### src/rtl/irt_pkg.sv
package irt_pkg;

    // Controller states of the interrupt recognition unit
    typedef enum logic [2:0] {
        ST_BOOT    = 3'd0,
        ST_IDLE    = 3'd1,
        ST_WAIT    = 3'd2,
        ST_LATCHED = 3'd3,
        ST_ENTER   = 3'd4,
        ST_HOLD    = 3'd5
    } irt_state_e;

endpackage

### src/rtl/irt_poll_gate.sv
// Decides whether the current strobed cycle is a polling point.
module irt_poll_gate #(
    parameter int IDX_W       = 3,
    parameter bit BR_HOLDOFF  = 1'b1,
    parameter int BR_POLL_IDX = 1
) (
    input  logic [IDX_W-1:0] cyc_idx,
    input  logic             last_cyc,
    input  logic             br_taken,
    input  logic             pg_cross,
    output logic             poll
);
    localparam logic [IDX_W-1:0] EARLY_IDX = IDX_W'(BR_POLL_IDX);

    logic fetch_cyc;
    assign fetch_cyc = (cyc_idx == '0);

    generate
        if (BR_HOLDOFF) begin : g_holdoff
            logic same_page_br;
            always_comb begin
                same_page_br = br_taken && !pg_cross;
                if (fetch_cyc)
                    poll = 1'b0;
                else if (same_page_br)
                    poll = (cyc_idx == EARLY_IDX);
                else
                    poll = last_cyc;
            end
        end else begin : g_uniform
            logic unused_br;
            always_comb begin
                unused_br = br_taken ^ pg_cross;
                poll      = last_cyc && !fetch_cyc;
            end
        end
    endgenerate

endmodule

### src/rtl/irt_lat_ctr.sv
// Saturating latency counter: clear, load one, or step.
module irt_lat_ctr #(
    parameter int LAT_W = 4
) (
    input  logic             clk,
    input  logic             rst,
    input  logic             en,
    input  logic             clr,
    input  logic             load,
    input  logic             step,
    output logic [LAT_W-1:0] cnt
);
    localparam logic [LAT_W-1:0] CNT_ONE = LAT_W'(1);
    localparam logic [LAT_W-1:0] CNT_TOP = '1;

    logic [LAT_W-1:0] cnt_q;

    always_ff @(posedge clk) begin
        if (rst)
            cnt_q <= '0;
        else if (en) begin
            if (clr)
                cnt_q <= '0;
            else if (load)
                cnt_q <= CNT_ONE;
            else if (step && (cnt_q != CNT_TOP))
                cnt_q <= cnt_q + CNT_ONE;
        end
    end

    assign cnt = cnt_q;

endmodule

### src/rtl/irq_recog_timer.sv
module irq_recog_timer #(
    parameter int IDX_W       = 3,
    parameter int LAT_W       = 4,
    parameter bit BR_HOLDOFF  = 1'b1,
    parameter int BR_POLL_IDX = 1
) (
    input  logic             clk,
    input  logic             rst,
    input  logic             cyc_en,
    input  logic [IDX_W-1:0] cyc_idx,
    input  logic             last_cyc,
    input  logic             br_taken,
    input  logic             pg_cross,
    input  logic             irq_req,
    input  logic             irq_mask,
    output logic             entry_start,
    output logic             lat_valid,
    output logic [LAT_W-1:0] lat_cycles
);
    import irt_pkg::*;

    irt_state_e       state_q, state_d;
    logic             poll;
    logic             req_act;
    logic             ctr_clr, ctr_load, ctr_step;
    logic [LAT_W-1:0] lat_cnt;

    assign req_act = irq_req && !irq_mask;

    irt_poll_gate #(
        .IDX_W      (IDX_W),
        .BR_HOLDOFF (BR_HOLDOFF),
        .BR_POLL_IDX(BR_POLL_IDX)
    ) u_gate (
        .cyc_idx (cyc_idx),
        .last_cyc(last_cyc),
        .br_taken(br_taken),
        .pg_cross(pg_cross),
        .poll    (poll)
    );

    irt_lat_ctr #(
        .LAT_W(LAT_W)
    ) u_ctr (
        .clk (clk),
        .rst (rst),
        .en  (cyc_en),
        .clr (ctr_clr),
        .load(ctr_load),
        .step(ctr_step),
        .cnt (lat_cnt)
    );

    // State register
    always_ff @(posedge clk) begin
        if (rst)
            state_q <= ST_BOOT;
        else
            state_q <= state_d;
    end

    // Next-state logic
    always_comb begin
        state_d = state_q;
        if (cyc_en) begin
            unique case (state_q)
                ST_BOOT:
                    state_d = req_act ? ST_WAIT : ST_IDLE;
                ST_IDLE, ST_WAIT: begin
                    if (!req_act)
                        state_d = ST_IDLE;
                    else if (poll)
                        state_d = last_cyc ? ST_ENTER : ST_LATCHED;
                    else
                        state_d = ST_WAIT;
                end
                ST_LATCHED:
                    state_d = last_cyc ? ST_ENTER : ST_LATCHED;
                ST_ENTER:
                    state_d = req_act ? ST_HOLD : ST_IDLE;
                ST_HOLD:
                    state_d = req_act ? ST_HOLD : ST_IDLE;
                default:
                    state_d = ST_IDLE;
            endcase
        end
    end

    // Output and counter-control logic
    always_comb begin
        entry_start = 1'b0;
        lat_valid   = 1'b0;
        lat_cycles  = '0;
        ctr_clr     = 1'b0;
        ctr_load    = 1'b0;
        ctr_step    = 1'b0;
        unique case (state_q)
            ST_BOOT, ST_IDLE: begin
                ctr_load = req_act;
                ctr_clr  = !req_act;
            end
            ST_WAIT: begin
                ctr_step = req_act;
                ctr_clr  = !req_act;
            end
            ST_LATCHED:
                ctr_step = 1'b1;
            ST_ENTER: begin
                entry_start = cyc_en;
                lat_valid   = cyc_en;
                lat_cycles  = cyc_en ? lat_cnt : '0;
                ctr_clr     = 1'b1;
            end
            ST_HOLD:
                ctr_clr = 1'b1;
            default:
                ctr_clr = 1'b1;
        endcase
    end

endmodule

### config.mk
export PLATFORM = sky130hd
export DESIGN_NAME = irq_recog_timer
export DESIGN_NICKNAME = d
export VERILOG_FILES = /design/src/rtl/irt_pkg.sv /design/src/rtl/irt_poll_gate.sv /design/src/rtl/irt_lat_ctr.sv /design/src/rtl/irq_recog_timer.sv
export SDC_FILE = /design/constraint.sdc
export NUM_CORES = 1
export LEC_CHECK = 0
export BUFFER_PORTS_ARGS = -buffer_cell sky130_fd_sc_hd__buf_2
export CAP_MARGIN = 20
export CORE_ASPECT_RATIO = 1.1
export CORE_MARGIN = 2
export CORE_UTILIZATION = 36
export CTS_BUF_LIST = sky130_fd_sc_hd__clkbuf_16
export DETAILED_ROUTE_END_ITERATION = 10
export GPL_ROUTABILITY_DRIVEN = 1
export HOLD_SLACK_MARGIN = 0.03
export PLACE_DENSITY = 0.6
export SYNTH_ARGS = -nofsm -noshare
export SYNTH_HDL_FRONTEND = slang
export SYNTH_SLANG_ARGS = --single-unit
### constraint.sdc
create_clock -name clk -period 3.3 [get_ports clk]
set_input_delay 0.495 -clock clk [delete_from_list [all_inputs] [get_ports clk]]
set_output_delay 0.495 -clock clk [all_outputs]
set_load 0.01 [all_outputs]
==> impl_results.md <==
* Status: complete, no violations
* CP Capture Type: output port
* Pre-CTS WS at 1.33 ns
* Gate Count Post-Synth at 66
* Post-Syn Nets at 78
* EDFF count, synth at 0
* FP Rows at 14
* GP Congestion at 0.736
* Root Buffer: clkbuf_16
* DRT iter0 DRCs at 12
* Setup bufs post-CTS at 0
* Clk_lat worst skew at 0.23 ns
* Commonest non-fill, non-tap cell in the layout: buf_2
* Slew Limit Fails at 0
* DR vias/cell at 5.60
* HP Class: reg -> reg
* N_diodes at 0
* Final setup viols at 0
* Setup TNS Final at 0 ns
* Placed Area at 594 sq um
* Worst-path clk slew at 0.04 ns
* Async S/R FF share, synth at 0
* TritonRoute pass-1 iters at 4
* Initial Util at 0.396
* Share of cells above drive strength 1 at 0.259
* Design Area, Final at 673 sq um
* Drt drc at 0
* # port buffers at 16
* Crit-path max FO at 14
* Register area share after synthesis at 0.249
* Aggregate global-route resource usage at 0.140
* Largest net degree at the start of global routing at 15
* Die ar. at 1890 sq um
* Core area at 1420 sq um
* Leakage at 0.000290 uW
* Overflow after GRT at 0
* Ports at 17
* Die width at 41.7 microns
* Max Cap Viol at 0
* Critical path class: in -> out
* DR vias at 543
* H-tree lvl count at 1
* CTS sink count at 7
* Syn avg cell area at 8.51 sq um
* FF-to-FF Start: state_q[1]
* Maximum clock frequency at 503 MHz
* Initial antenna violation count at 0
* Routed Antenna Nets at 0
* Min Clock Period, post-route at 1.99 ns
* Arr. time, crit path at 1.49 ns
* Synthesis Warnings at 0
* Die height at 45.4 microns
* WL per Instance at 12.4 microns
* Number of synthesized register bits at 7
* Mapped cell area at 562 sq um
* Crit. Startpoint: cyc_en
* Cts bufs inserted at 3
* Final WL at 1210 microns
* Ys flop type: dfxtp_1
* Slew @ Worst Pin at 0.476 ns
* CTS Buffer Depth at 2
* Most frequent cells in the layout: buf_2, dfxtp_1, nand2_1
* Post-CTS resize count at 0
* Clock Skew at 0.00441 ns
* Required @ worst endpoint at 2.80 ns
* CTS Hold Bufs at 0
* Vias in the first global route at 497
* CTS tree: done
* Fin crit share at 0.603
* Max-slew headroom at 0.679
* P&R area growth vs syn at 19.8%
* Nets at 94
* PnR worst setup slack at 1.31 ns
* Hold Startpoint: u_ctr.cnt[1]
* Peak VDD IR at 189 uV
* First-pass GRT wire length at 2030 microns
* Critical Path Start Type: input pin
* Pwr/cell area at 488 nW/um^2
* RSZ-0062 raised after global routing: false
* Unique cell type count in the Yosys netlist at 33
* Hold Violations, Final at 0
* Post-DP HPWL at 891 microns
==> cell families (layout without fill, tap and decap cells) <==
family          count (synthesis)  in the layout  share of synthesized area
simple gates                   30             30                      0.316
compound gates                 18             18                      0.216
flops                           7              7                      0.249
buf+inv                         6             21                      0.127
mux                             3              3                     0.0535
fa+ha+maj                       1              1                     0.0223
xor+xnor                        1              1                     0.0156
==> layout make-up <==
type                    count  area [sq um]
clock buffers               3          75.1
clock inverters             1          3.75
fillers                   159           746
inverters                   1          3.75
multi-input cells          53           350
flip-flops and latches      7           140
well taps                  16          20.0
repair buffers             16          80.1
==> flip-flops by register name, summed over array words and instances (netlist names) <==
register	count
u_ctr.cnt	4
state_q	3
==> layer usage <==
metal / track usage / share of wire / vias to the layer above
met5: 0 / 0 / -
met3: 0.0238 / 0.043 / 2
li1: - / - / 272
met4: 0.0774 / 0.010 / 0
met1: 0.165 / 0.47 / 253
met2: 0.247 / 0.47 / 16
==> cells in the mapped netlist, drive strengths merged, types with 2 or more instances <==
cell type  instances  share of area
and2b              2          0.027
dfxtp              7           0.25
o21bai             2          0.027
nand3              2          0.018
a21oi              4          0.036
a31oi              2          0.022
nor3               2          0.018
o21ai              2          0.018
a211oi             4          0.053
mux2i              3          0.053
buf                2          0.022
nand2b             4          0.045
and2               4          0.045
nand2              5          0.033
nor2               3          0.025
nor3b              3          0.040
==> worst max-delay path, cell delays in order <==
cell     delay [ns]
buf_2          0.22
nand2_1        0.07
nor3_1         0.39
and2_1         0.19
buf_2          0.12
==> worst paths after layout <==
kind | cells past startpoint | slack [ns] | end
min reg2reg | 2 | 0.51 | u_ctr.cnt[1]
max reg2reg | 4 | 1.83 | u_ctr.cnt[3]
max | 5 | 1.31 | lat_cycles[1]
min | 2 | 0.51 | u_ctr.cnt[1]
==> where the power goes <==
part	internal (uW)	switching [uW]
clock network	158	45.6
logic	15.5	16.0
registers	87.9	5.85
total	261	67.5
==> metrics by stage <==
step,total power (uW),std cells,util,hold WS (ns)
finish,329,97,0.474,0.509
global route,344,97,0.474,0.533
CTS,332,97,0.474,0.512
detailed placement,127,93,0.419,0.507
global placement,126,93,0.419,0.502
floorplan,123,66,-,0.472
No activity file was read; power rests on OpenSTA's default activity.
